### src/rtl/tps_pkg.sv
package tps_pkg;
  typedef enum logic {
    ST_IDLE = 1'b0,
    ST_RUN  = 1'b1
  } tps_state_e;
endpackage

### src/rtl/tps_scan.sv
// Finds the next usable element for one operand side.
// Vector: lowest set mask bit at or above from_idx and below vl.
// Scalar: from_idx itself, usable while below vl.
module tps_scan #(
  parameter int N  = 16,
  parameter int IW = 5
) (
  input  logic [N-1:0]  mask,
  input  logic [IW-1:0] from_idx,
  input  logic [IW-1:0] vl,
  input  logic          is_vec,
  output logic [IW-1:0] hit_idx,
  output logic          found
);
  always_comb begin
    hit_idx = vl;
    found   = 1'b0;
    if (!is_vec) begin
      hit_idx = from_idx;
      found   = (from_idx < vl);
    end else begin
      for (int i = N - 1; i >= 0; i--) begin
        if (mask[i] && (IW'(i) >= from_idx) && (IW'(i) < vl)) begin
          hit_idx = IW'(i);
          found   = 1'b1;
        end
      end
    end
  end
endmodule

### src/rtl/twin_pred_seq.sv
module twin_pred_seq #(
  parameter int MAX_VL = 16,
  parameter int REG_W  = 7,
  localparam int IW    = $clog2(MAX_VL + 1)
) (
  input  logic              clk,
  input  logic              rst,
  input  logic              start,
  input  logic [IW-1:0]     vl,
  input  logic [MAX_VL-1:0] src_mask,
  input  logic [MAX_VL-1:0] dst_mask,
  input  logic              src_vec,
  input  logic              dst_vec,
  input  logic [REG_W-1:0]  src_base,
  input  logic [REG_W-1:0]  dst_base,
  output logic              busy,
  output logic              issue_valid,
  output logic [REG_W-1:0]  issue_src_reg,
  output logic [REG_W-1:0]  issue_dst_reg,
  output logic              done,
  output logic [IW-1:0]     xfer_count
);
  import tps_pkg::*;

  tps_state_e        state_q;
  logic [IW-1:0]     vl_q;
  logic [MAX_VL-1:0] smask_q, dmask_q;
  logic              sv_q, dv_q;
  logic [REG_W-1:0]  sb_q, db_q;
  logic [IW-1:0]     si_q, di_q;

  logic [IW-1:0]     s_hit, d_hit;
  logic              s_found, d_found;

  tps_scan #(.N(MAX_VL), .IW(IW)) u_src_scan (
    .mask(smask_q), .from_idx(si_q), .vl(vl_q), .is_vec(sv_q),
    .hit_idx(s_hit), .found(s_found)
  );

  tps_scan #(.N(MAX_VL), .IW(IW)) u_dst_scan (
    .mask(dmask_q), .from_idx(di_q), .vl(vl_q), .is_vec(dv_q),
    .hit_idx(d_hit), .found(d_found)
  );

  always_ff @(posedge clk) begin
    if (rst) begin
      state_q       <= ST_IDLE;
      busy          <= 1'b0;
      issue_valid   <= 1'b0;
      done          <= 1'b0;
      xfer_count    <= '0;
      issue_src_reg <= '0;
      issue_dst_reg <= '0;
      vl_q          <= '0;
      smask_q       <= '0;
      dmask_q       <= '0;
      sv_q          <= 1'b0;
      dv_q          <= 1'b0;
      sb_q          <= '0;
      db_q          <= '0;
      si_q          <= '0;
      di_q          <= '0;
    end else begin
      issue_valid <= 1'b0;
      done        <= 1'b0;
      case (state_q)
        ST_IDLE: begin
          if (start) begin
            vl_q       <= vl;
            smask_q    <= src_mask;
            dmask_q    <= dst_mask;
            sv_q       <= src_vec;
            dv_q       <= dst_vec;
            sb_q       <= src_base;
            db_q       <= dst_base;
            si_q       <= '0;
            di_q       <= '0;
            xfer_count <= '0;
            busy       <= 1'b1;
            state_q    <= ST_RUN;
          end
        end
        ST_RUN: begin
          if (!s_found || !d_found) begin
            done    <= 1'b1;
            busy    <= 1'b0;
            state_q <= ST_IDLE;
          end else begin
            issue_valid   <= 1'b1;
            issue_src_reg <= sb_q + REG_W'(s_hit);
            issue_dst_reg <= db_q + REG_W'(d_hit);
            xfer_count    <= xfer_count + 1'b1;
            if (sv_q) si_q <= s_hit + 1'b1;
            if (dv_q) begin
              di_q <= d_hit + 1'b1;
            end else begin
              done    <= 1'b1;
              busy    <= 1'b0;
              state_q <= ST_IDLE;
            end
          end
        end
        default: state_q <= ST_IDLE;
      endcase
    end
  end
endmodule

### config.mk
export PLATFORM = sky130hd
export DESIGN_NAME = twin_pred_seq
export DESIGN_NICKNAME = d
export VERILOG_FILES = /design/src/rtl/tps_pkg.sv /design/src/rtl/tps_scan.sv /design/src/rtl/twin_pred_seq.sv
export SDC_FILE = /design/constraint.sdc
export NUM_CORES = 1
export LEC_CHECK = 0
export ABC_AREA = 1
export BUFFER_PORTS_ARGS = -buffer_cell sky130_fd_sc_hd__buf_2
export CORE_MARGIN = 10
export CORE_UTILIZATION = 35
export CTS_BUF_LIST = sky130_fd_sc_hd__clkbuf_16
export DETAILED_ROUTE_END_ITERATION = 10
export PLACE_DENSITY = 0.52
export SLEW_MARGIN = 0
export SYNTH_ARGS = -nofsm -noshare
export SYNTH_HDL_FRONTEND = slang
export SYNTH_SLANG_ARGS = --single-unit
### constraint.sdc
create_clock -name clk -period 6.95 [get_ports clk]
set_clock_uncertainty 0.2 [all_clocks]
set_input_delay 0.3475 -clock clk [delete_from_list [all_inputs] [get_ports clk]]
set_output_delay 0.3475 -clock clk [all_outputs]
set_load 0.005 [all_outputs]
==> summary.txt, run 1 <==
Layout
  – Non-filler cells, final: 989
  – Fillcell total: ~1,500
  – Top flop regs: dmask_q (16), smask_q (16)
  – Layout net count: between 800 and 900
  – Multi-input gate area: 2950 um2
  – Layout area overhead: 16.3%
  – # diodes: 0
  – Ratio of cells with drive above 1 in the final layout: roughly 17%
  – Register area: roughly 1700 um2

GRT
  – Initial antenna violation count: 0
  – GRT overflow: 0
  – GRT Resource Usage Total: between 10% and 20%
  – First-pass GRT wire length: approximately 26,000 um
  – Vias in the first global route: approximately 4,900
  – Largest net degree at the start of global routing: between 70 and 80

STA
  – Hold WS: approximately 0.046 ns
  – Final hold vios: 0
  – Setup violators final: 0
  – Rel. slew slack: 51.6%
  – Setup TNS Final: 0 ns
  – Fin crit period: 3.76 ns
  – Least-Margin Pin Slew: 0.727 ns
  – Fmax: 266 MHz
  – Period utilization: approximately 54%
  – RSZ-0062 raised after global routing: no
  – Count of final max-slew check failures: 0

Drt
  – Met2 WL: about 7300 um
  – Total Wirelength: about 16,000 um
  – Drt wl/cell: 16.4 um
  – Vias per cell: 5.04
  – Post-DRT Antenna Nets: 0
  – DRT met1 WL: 7970 um
  – Post-route DRC: 0
  – Iter 0 DRT Violations: ~270
  – Met3 WL: slightly below 800 um
  – Routed via count: roughly 5,000
  – Iteration count of the initial detailed-routing pass: 5
  – Highest Signal Layer: met4

Placed design
  – Placed Instances: ~970
  – DP HPWL: approximately 13,000 um
  – Port Buffers: 77
  – Final Wtd Congestion: 0.925

CTS
  – # Post-CTS Setup Buffers: 0
  – CTS clk-pin slew, worst paths: 0.07 ns
  – CTS tree: done
  – Post-cts repair resize count: 0
  – Number of buffers created by CTS: 9
  – Clock Tree Root: clkbuf_16
  – Clock buffer depth: 2
  – Clock sinks: 86
  – Hold Buf Count CTS: 0
  – CTS H-tree lvls: 3
  – Clk_lat worst skew: about 0.35 ns

Floorplan
  – Io pins: 78
  – Initial core utilization: a little over a third
  – Core area: around 14,000 um2
  – Die height: ~140 um
  – Die Wd: about 140 um
  – Num rows: 43
  – Full die area: 19,600 um2

Min path
  – Hold crit path type: primary input to flip-flop
  – Hold depth: 3

Synthesis
  – Post-Syn Instances: about 740
  – Synthesized area: between 5000 and 6000 um2
  – Fraction of registers with async set/reset: 0%
  – Syn. warnings: 0
  – Largest area contributor in the netlist: dfxtp_1
  – Synth top area share: about a third
  – Post-synth EDFFs: 0
  – Sequential fraction of the synthesis area: between 30% and 40%
  – Area contributors post-synth: dfxtp_1 34%, nand2_1 10%, nor2_1 8.5%
  – Synth cell types: 51
  – Flops & latches, synth: 86
  – Ys flop type: dfxtp_1
  – Mapped Avg Cell Area: 6.85 um2
  – Syn Nets: ~820

Setup path
  – Arr. time, crit path: approximately 3.8 ns
  – CP Max Fanout: 7
  – Setup crit end kind: flip-flop
  – Worst reg-to-reg path cell count: 19
  – CP Class: flip-flop to flip-flop
  – Worst setup SP type: flip-flop
  – WP data required: approximately 7.0 ns

Power and ir drop
  – Cell Pwr Density: about 230 nW/um2
  – Post-route total power: roughly 1.3 mW
  – Max VDD drop: about 0.12 mV
  – LEAKAGE: approximately 2.7 nW

Outcome
  – Status: finished clean

Run
  – Max-Cap Viols: 0
-- logic make-up after synthesis --
group | Yosys count | synth area share [%]
adders and majority gates | 24 | 6.24
xor gates and xnor gates | 12 | 2.08
DFF | 86 | 34.1
AOI/OAI and AO/OA | 174 | 19.1
buffers and inverters | 98 | 7.61
and+or+nand+nor | 343 | 30.9
-- synthesized netlist by cell type (8+ instances only) --
cell and count:
a21oi_1 68, clkbuf_1 19, dfxtp_1 86, ha_1 22, inv_1 64, nand2_1 134
nand3_1 40, nand4_1 12, nor2_1 115, nor2_2 8, o21ai_0 73, o21ai_1 9
xor2_1 11
-- layout make-up --
cell class | count | share of cell area, %
Multi-Input combinational cell | 553 | 50.2
Clock buffer | 9 | 3.83
Sequential cell | 86 | 29.3
Tap cell | 180 | 3.83
Clock inverter | 7 | 1.13
Inverter | 74 | 4.77
Timing Repair Buffer | 80 | 6.95
-- worst paths after layout --
kind	start	end	slack, ns
worst max-delay path	vl_q[2]	issue_src_reg[6]	3.19
worst min register to register	issue_dst_reg[0]	issue_dst_reg[0]	0.27
worst max register to register	vl_q[2]	issue_src_reg[6]	3.19
worst min-delay path	dst_mask[0]	dmask_q[0]	0.05
-- per-layer routing --
metal	up-vias	global-route usage [%]
met3	12	3.28
met4	0	5.43
li1	2558	-
met2	130	25.4
met1	2287	21.9
met5	-	0
-- stage by stage --
stage | util, % | setup WS (ns) | area (um2)
floorplan | - | 3.86 | 5050
global placement | 39.9 | 3.21 | 5580
detailed placement | 39.9 | 3.23 | 5580
CTS | 42.0 | 3.21 | 5870
global route | 42.0 | 2.82 | 5870
finish | 42.0 | 3.19 | 5870
-- critical path, cell delays in order (launching register included) --
cell and delay [ns]:
dfxtp_1 0.36, inv_1 0.29, nand2_1 0.18, nand2_2 0.11, nand2_4 0.09, nand3_1 0.13
inv_1 0.09, nor3_1 0.20, o211ai_1 0.16, or2_0 0.22, nand2_1 0.07, o21ai_0 0.25
ha_1 0.41, a21oi_1 0.07, inv_1 0.06, a31oi_1 0.05, or2_2 0.30, a21oi_1 0.16
xor2_1 0.16, a21oi_1 0.08
-- cell usage in the layout (no fill, tap or decap), types with 4 or more instances in the layout --
cell | netlist | routed
nor2_1 | 115 | 115
a21oi_1 | 68 | 68
clkbuf_16 | 0 | 9
nand3_1 | 40 | 40
o21ai_0 | 73 | 73
nand2_2 | 4 | 5
inv_2 | 7 | 7
nor2_2 | 8 | 8
nand4_1 | 12 | 12
dfxtp_1 | 86 | 86
inv_1 | 64 | 66
ha_1 | 22 | 22
o21ai_1 | 9 | 9
buf_2 | 2 | 77
o21a_1 | 7 | 7
nand2_1 | 134 | 133
nor2_4 | 6 | 6
nor3_1 | 4 | 4
xor2_1 | 11 | 11
-- where the power goes --
part	total [mW]	leakage [nW]	switching (mW)	internal, mW
Combinational	0.281	1.85	0.183	0.0981
Clock	0.490	0.146	0.214	0.277
Sequential	0.556	0.708	0.0281	0.528
Total	1.33	2.70	0.425	0.903
Power figures use the tool's default switching activity.
==> run 2, diff against run 1 <==
--- a/config.mk
+++ b/config.mk
@@ -5,7 +5,7 @@
 export SDC_FILE = /design/constraint.sdc
 export NUM_CORES = 1
 export LEC_CHECK = 0
-export ABC_AREA = 1
+export ABC_AREA = 0
 export BUFFER_PORTS_ARGS = -buffer_cell sky130_fd_sc_hd__buf_2
 export CORE_MARGIN = 10
 export CORE_UTILIZATION = 35
==> constraint.sdc (replaced) <==
create_clock -name clk -period 3.71 [get_ports clk]
set_clock_uncertainty 0.2 [all_clocks]
set_input_delay 0.1855 -clock clk [delete_from_list [all_inputs] [get_ports clk]]
set_output_delay 0.1855 -clock clk [all_outputs]
set_load 0.005 [all_outputs]
==> run 2 against run 1 <==
Global-route usage rose by 1.8 points; sequential cell count unchanged; setup slack lost 3.0 ns; synthesized area rose by 1.4%; critical endpoint unchanged; final cell count grew 6.1%.
==> summary.txt, run 2 <==
Synthesis
  – Sequential fraction of the synthesis area: 33.6% (-0.46 points)
  – Largest area contributor in the netlist: dfxtp_1
  – Syn Nets: 756 (-7.5%)
  – Post-Syn Instances: 676 (-8.3%)
  – Largest family of logic cells by synthesized area: simple AND/OR/NAND/NOR gates
  – Synth cell types: 70 (+37%)
  – Fraction of registers with async set/reset: 0% (unchanged)
  – Post-synthesis mux area share: 0.660% (+0.66 points)
  – Ys flop type: dfxtp_1
  – Flops & latches, synth: 86 (unchanged)
  – Syn. warnings: 0 (unchanged)
  – Top-count cell post-synth: nand2_1
  – Synth top area share: 33.6% (-0.46 points)
  – Post-synth EDFFs: 0 (unchanged)
  – Synthesized area: 5120 um2 (+1.4%)
  – Area contributors post-synth: dfxtp_1 34%, nand2_1 12%, a21oi_1 8.5%
  – Post-synthesis simple-gate area fraction: 26.4% (-4.5 points)
  – Adder-cell area share of the yosys netlist: 6.16% (-0.084 points)
  – Synth cell count leaders: 159 x nand2_1, 87 x a21oi_1, 86 x dfxtp_1, 38 x clkbuf_1, 33 x nor2_1
  – XOR/XNOR share of the synthesized area: 2.57% (+0.49 points)
  – Synth Area in Compound Gates: 25.1% (+6.0 points)
  – Mapped Avg Cell Area: 7.57 um2 (+11%)

Outcome
  – Status: finished clean

Layout
  – Most common cell after layout, fill and taps aside: nand2_1
  – Layout area overhead: 41.3%
  – Top flop regs: dmask_q (16), smask_q (16)
  – Layout net count: 941 (+6.4%)
  – Ratio of cells with drive above 1 in the final layout: 28.2% (+11 points)
  – # diodes: 0 (unchanged)
  – Most frequent cells in the layout: 157 x nand2_1, 88 x buf_4, 83 x a21oi_1

Power and ir drop
  – Sequential power share: 42.6% (+0.7 points)
  – Comb pwr share: 19.2% (-2.0 points)
  – Clock power share: 38.2% (+1.3 points)
  – Max VDD drop: 0.212 mV (+71%)
  – Psw: 663 uW (+56%)
  – Int Pwr: 1.70 mW (+88%)
  – Post-route total power: 2.36 mW (+78%)
  – Switch share: 28.1% (-3.9 points)
  – Cell Pwr Density: 326 nW/um2 (+44%)
  – LEAKAGE: 3.11 nW (+15%)

Floorplan
  – Initial core utilization: 35.5% (-0.61 points)
  – Die height: 141 um (+0.58%)
  – Core area: 14,400 um2 (+3.1%)
  – Io pins: 78 (unchanged)
  – Die Wd: 141 um (+0.58%)
  – Num rows: 44 (+2.3%)
  – Full die area: 19,900 um2 (+1.2%)

CTS
  – Clock Tree Root: clkbuf_16
  – CTS tree: done
  – Number of buffers created by CTS: 9 (unchanged)
  – CTS clk-pin slew, worst paths: 0.07 ns (about the same)
  – Clock buffer depth: 2 (unchanged)
  – Clk_lat worst skew: 0.35 ns (about the same)
  – CTS H-tree lvls: 3 (unchanged)
  – Clock sinks: 86 (unchanged)

Setup path
  – Worst setup SP type: flip-flop
  – WP data required: 3.71 ns (-3.27 ns)
  – CP Class: flip-flop to flip-flop
  – CP Max Fanout: 10 (+3)
  – Arr. time, crit path: 3.54 ns (-0.25 ns)
  – Setup crit end kind: flip-flop

GRT
  – GRT Resource Usage Total: 18.1% (+1.8 points)
  – GRT overflow: 0 (unchanged)
  – Initial antenna violation count: 0 (unchanged)
  – Largest net degree at the start of global routing: 84 (+6.3%)
  – First-pass GRT wire length: 29,100 um (+12%)
  – Vias in the first global route: 5,517 (+12%)

Placed design
  – DP HPWL: 13,900 um (+9.9%)
  – Final Wtd Congestion: 0.887 (-4.0%)
  – Port Buffers: 77 (unchanged)

Drt
  – Iteration count of the initial detailed-routing pass: 5 (unchanged)
  – Routed via count: 5,490 (+10%)
  – Post-DRT Antenna Nets: 0 (unchanged)
  – Post-route DRC: 0 (unchanged)
  – Total Wirelength: 18,200 um (+12%)
  – Iter 0 DRT Violations: 288 (+8.7%)
  – Vias per cell: 5.23 (+3.8%)
  – Drt wl/cell: 17.4 um (+5.8%)

STA
  – Period utilization: 95.3% (+41 points)
  – Fmax: 283 MHz (+6.3%)
  – Least-Margin Pin Slew: 0.924 ns (+0.197 ns)
  – Rel. slew slack: 38.2% (-13 points)
  – Hold WS: 0.108 ns (+0.0613 ns)
  – Count of final max-slew check failures: 0 (unchanged)
  – Setup violators final: 0 (unchanged)
  – Fin crit period: 3.53 ns (-0.222 ns)
  – Final hold vios: 0 (unchanged)

Run
  – Max-Cap Viols: 0 (unchanged)

Min path
  – Hold crit path type: primary input to flip-flop
run 2: changes by cell type after synthesis, moves of 8 or more:
cell / previous run / this run
nand3_1: 40 / 21
a21o_1: 0 / 8
o21ai_0: 73 / 16
inv_1: 64 / 20
a21oi_1: 68 / 87
o21ai_1: 9 / 0
nor2b_1: 0 / 12
nand2_1: 134 / 159
clkbuf_1: 19 / 38
nor2_1: 115 / 33
nor2_2: 8 / 0
run 2: cell type report:
type	count	area (um2)
clock inverters	6	62.6
inverters	20	78.8
well taps	184	230
flip-flops and latches	86	1740
fillers	1452	7190
repair buffers	220	1620
multi-input cells	524	3270
clock buffers	9	225
run 2: worst max-delay path, cell delays in order (launching register included):
cell and delay [ns]:
dfxtp_2 0.38, o21a_1 0.22, o2111ai_2 0.18, or3b_2 0.47, o311a_1 0.16, a21oi_2 0.21, o221ai_4 0.15, ha_2 0.22
fa_1 0.38, a21o_1 0.18, a21oi_2 0.17, nor2b_1 0.06, o21ai_1 0.14, xor2_1 0.18, a211oi_2 0.08
run 2: path summary, 6_finish.rpt:
check             start          endpoint  slack, ns  cells after the start
max             vl_q[1]  issue_src_reg[6]       0.18                     14
min                 rst           di_q[3]       0.11                      4
max reg2reg     vl_q[1]  issue_src_reg[6]       0.18                     14
min reg2reg  dmask_q[8]        dmask_q[8]       0.25                      2
run 2: power by group through the flow:
stage | Sequential [mW] | Combinational, mW | Clock [mW]
after floorplan | 1.01 | 0.238 | 0
after global placement | 1.03 | 0.392 | 0
after detailed placement | 1.03 | 0.395 | 0
after CTS | 1.01 | 0.441 | 0.929
after global routing | 1.01 | 0.500 | 0.967
final | 1.01 | 0.453 | 0.901
run 2: repair_timing:
item | CTS | global route
hold buffers | 53 | 0
endpoints found under the setup margin | 4 | 7
setup buffers | 0 | 1
pin swaps | 0 | 3
gates resized for setup | 5 | 41
endpoints found under the hold margin | 53 | 0
run 2: cells by family (layout without fill, tap and decap cells):
logic type	after synthesis	after routing
xor gates and xnor gates	15	15
muxes	3	3
and+or+nand+nor	290	290
buffers and inverters	66	255
AOI/OAI and AO/OA	192	192
adders and majority gates	24	24
DFF	86	86
run 2: stage by stage:
step | util [%] | TNS, ns | setup slack [ns] | area (um2) | instances
global placement | 43.3 | -0.0708 | -0.0475 | 6240 | 980
CTS | 49.0 | 0 | 0.0149 | 7070 | 1048
floorplan | - | 0 | 0.0330 | 5130 | 676
global route | 50.1 | -0.00962 | -0.00920 | 7230 | 1049
finish | 50.1 | 0 | 0.175 | 7230 | 1049
detailed placement | 43.3 | -0.172 | -0.104 | 6240 | 980
run 2: metal layers:
metal  global-route usage (%)  up-vias  wire length (um)
met4                     6.36        0               318
met5                        0        -                 0
met1                     24.0     2560              8840
met3                     3.16       23               848
met2                     28.9      118              8200
li1                         -     2789                 -
==> run 3, diff against run 2 <==
--- a/config.mk
+++ b/config.mk
@@ -11,8 +11,9 @@
 export CORE_UTILIZATION = 35
 export CTS_BUF_LIST = sky130_fd_sc_hd__clkbuf_16
 export DETAILED_ROUTE_END_ITERATION = 10
-export PLACE_DENSITY = 0.52
+export PLACE_DENSITY = 0.51
 export SLEW_MARGIN = 0
 export SYNTH_ARGS = -nofsm -noshare
 export SYNTH_HDL_FRONTEND = slang
+export SYNTH_HIERARCHICAL = 1
 export SYNTH_SLANG_ARGS = --single-unit
==> run 3 against run 2 <==
Worst hold slack worse by 0.028 ns; sequential share of layout area about the same; largest power group unchanged; first-iteration DRC count grew 56%.
==> summary.txt, run 3 <==
Synthesis
  – Ys flop type: dfxtp_1
  – Top-count cell post-synth: nand2_1
  – Largest family of logic cells by synthesized area: compound AO/OA/AOI/OAI gates
  – Synth cell count leaders: 127 x nand2_1, 86 x dfxtp_1, 76 x a21oi_1, 46 x nand3_1, 32 x nor2_1
  – Post-Syn Instances: 701 (+3.7%)
  – Post-synth EDFFs: 0 (unchanged)
  – Post-synthesis mux area share: 0.732% (+0.072 points)
  – Post-synthesis simple-gate area fraction: 25.8% (-0.67 points)
  – Sequential fraction of the synthesis area: 31.5% (-2.2 points)
  – Syn Nets: 780 (+3.2%)
  – Synthesized area: 5470 um2 (+6.9%)
  – Area contributors post-synth: dfxtp_1 31%, nand2_1 8.7%, a21oi_1 7.0%
  – Adder-cell area share of the yosys netlist: 5.54% (-0.62 points)
  – Synth Area in Compound Gates: 28.5% (+3.5 points)
  – Synth top area share: 31.5% (-2.2 points)
  – Synth cell types: 67 (-4.3%)
  – Flops & latches, synth: 86 (unchanged)
  – Syn. warnings: 6 (+6)
  – Fraction of registers with async set/reset: 0% (unchanged)
  – XOR/XNOR share of the synthesized area: 1.60% (-0.97 points)
  – Largest area contributor in the netlist: dfxtp_1
  – Mapped Avg Cell Area: 7.80 um2 (+3.1%)

STA
  – Least-Margin Pin Slew: 0.697 ns (-0.227 ns)
  – Setup violators final: 0 (unchanged)
  – Final hold vios: 0 (unchanged)
  – Fmax: 281 MHz (-0.67%)
  – Period utilization: 95.9% (+0.64 points)
  – Fin crit period: 3.56 ns (+0.0237 ns)
  – Count of final max-slew check failures: 0 (unchanged)
  – Rel. slew slack: 53.6% (+15 points)
  – Hold WS: 0.0794 ns (-0.0282 ns)

Min path
  – Hold crit path type: primary input to flip-flop
  – Hold Crit Start: rst

CTS
  – # Post-CTS Setup Buffers: 0 (unchanged)
  – CTS tree: done
  – CTS clk-pin slew, worst paths: 0.07 ns (about the same)
  – Clock Tree Root: clkbuf_16
  – CTS H-tree lvls: 3 (unchanged)
  – Number of buffers created by CTS: 9 (unchanged)
  – Clk_lat worst skew: 0.36 ns (about the same)
  – Clock buffer depth: 2 (unchanged)
  – Clock sinks: 86 (unchanged)

Setup path
  – CP delay by family, top: compound AO/OA/AOI/OAI gates
  – CP bufs+invs: 1 (+1)
  – Worst setup SP type: flip-flop
  – WP data required: 3.72 ns (about the same)
  – RR Startpoint: vl_q[3]
  – Arr. time, crit path: 3.57 ns (+0.03 ns)
  – Slowest-stage cell, CP: or3_1
  – Critical-path cell list: buf_12 > or3_1 > and2_1 > o21ba_1 > o211a_1 > a211o_1 > ha_1 > fa_1 > a21o_1 > a221o_1 > xnor2_1 > a21oi_1
  – Worst setup path startpoint: vl_q[3]
  – Critical path's largest stage delay: 0.42 ns (-0.05 ns)
  – R2R setup slack: 0.15 ns (-0.02 ns)
  – CP Class: flip-flop to flip-flop
  – Setup crit end kind: flip-flop
  – CP Max Fanout: 12 (+2)

Placed design
  – Final Wtd Congestion: 0.909 (+2.4%)
  – Placed Instances: 988 (+0.82%)
  – DP HPWL: 12,500 um (-10%)
  – Port Buffers: 77 (unchanged)

Layout
  – Ratio of cells with drive above 1 in the final layout: 22.3% (-5.9 points)
  – Fillcell total: 1,535 (+5.7%)
  – Most common cell after layout, fill and taps aside: nand2_1
  – # diodes: 0 (unchanged)
  – Non-filler cells, final: 1,057 (+0.76%)
  – Layout area overhead: 31.4%
  – Layout net count: 920 (-2.2%)
  – Most frequent cells in the layout: 127 x nand2_1, 78 x dfxtp_1, 77 x buf_2
  – Top flop regs: dmask_q (16), smask_q (16)

GRT
  – GRT overflow: 0 (unchanged)
  – Initial antenna violation count: 0 (unchanged)
  – Vias in the first global route: 5,649 (+2.4%)
  – GRT Resource Usage Total: 16.5% (-1.7 points)
  – First-pass GRT wire length: 29,400 um (+0.81%)
  – Largest net degree at the start of global routing: 66 (-21%)

Power and ir drop
  – Int Pwr: 1.71 mW (+0.94%)
  – Max VDD drop: 0.241 mV (+14%)
  – Clock power share: 38.5% (+0.3 points)
  – Cell Pwr Density: 334 nW/um2 (+2.2%)
  – Psw: 684 uW (+3.2%)
  – LEAKAGE: 3.01 nW (-3.1%)
  – Comb pwr share: 19.5% (+0.3 points)
  – Sequential power share: 42.0% (-0.6 points)
  – Switch share: 28.5% (+0.44 points)

Floorplan
  – Die height: 145 um (+2.9%)
  – Die Wd: 145 um (+2.9%)
  – Full die area: 21,000 um2 (+5.9%)
  – Initial core utilization: 35.9% (+0.36 points)
  – Io pins: 78 (unchanged)
  – Core area: 15,300 um2 (+5.8%)
  – Num rows: 45 (+2.3%)

Drt
  – Drt wl/cell: 16.7 um (-3.9%)
  – Post-DRT Antenna Nets: 0 (unchanged)
  – Iter 0 DRT Violations: 450 (+56%)
  – Iteration count of the initial detailed-routing pass: 5 (unchanged)
  – Vias per cell: 5.45 (+4.2%)
  – Post-route DRC: 0 (unchanged)
  – Total Wirelength: 17,600 um (-3.1%)
  – Routed via count: 5,765 (+5.0%)

Run
  – Max-Cap Viols: 0 (unchanged)

Outcome
  – Status: finished clean
-- run 3: cell count changes in the layout (fill, tap and decap cells not counted), moves of 8 or more --
cell     before  now
xor2_1        8    0
or3_1         2   16
nand2_1     157  127
buf_4        88   46
and3_1        3   15
nand3_1      20   46
-- run 3: worst paths after layout --
path                      endpoint  cells after the start
setup / recovery  issue_src_reg[6]                     12
hold / removal             db_q[6]                      2
setup reg to reg  issue_src_reg[6]                     12
hold reg to reg         dmask_q[8]                      2
-- run 3: area by class of cell --
cell class	count	area (um2)	area share (%)
clock inverter	7	70.1	0.975
clock buffer	9	225	3.13
tap	211	264	3.67
inverter	18	67.6	0.940
timing repair buffer	179	1320	18.4
multi-input combinational	547	3510	48.8
sequential	86	1730	24.1
-- run 3: stage by stage --
stage	TNS, ns	util [%]	setup slack [ns]	power [mW]	instance area, um2
after floorplan	0	-	0.363	1.28	5470
after global placement	0	41.0	0.130	1.43	6260
after detailed placement	0	41.0	0.0462	1.44	6260
after CTS	0	46.4	0.0345	2.41	7080
after global routing	-0.00354	47.1	-0.00354	2.53	7190
final	0	47.1	0.151	2.40	7190
-- run 3: timing repair --
item / CTS / global route
hold buffers: 53 / 0
setup endpoints to repair: 0 / 9
hold endpoints to repair: 53 / 0
gates resized for setup: 0 / 21
-- run 3: routing by layer --
metal  global-route usage, %  up-vias  routed length (um)  part of all wire [%]
li1                        -     2857                   -                     -
met1                    22.4     2700                8630                    49
met2                    24.9      186                7680                    44
met3                    4.94       22                1080                   6.1
met4                    3.88        0                 245                   1.4
met5                       0        -                   0                     0
-- run 3: cell families after synthesis --
logic type | count (synthesis)
mux | 4
fa+ha+maj | 23
xor+xnor | 10
simple gates | 293
flops | 86
compound gates | 217
buf+inv | 68
-- run 3: power groups by stage --
stage | Clock [mW] | Combinational, mW | Sequential [mW]
2_1_floorplan | 0 | 0.272 | 1.01
3_3_place_gp | 0 | 0.407 | 1.03
3_5_place_dp | 0 | 0.412 | 1.03
4_1_cts | 0.953 | 0.456 | 1.01
5_1_grt | 0.994 | 0.519 | 1.01
6_report | 0.922 | 0.467 | 1.01
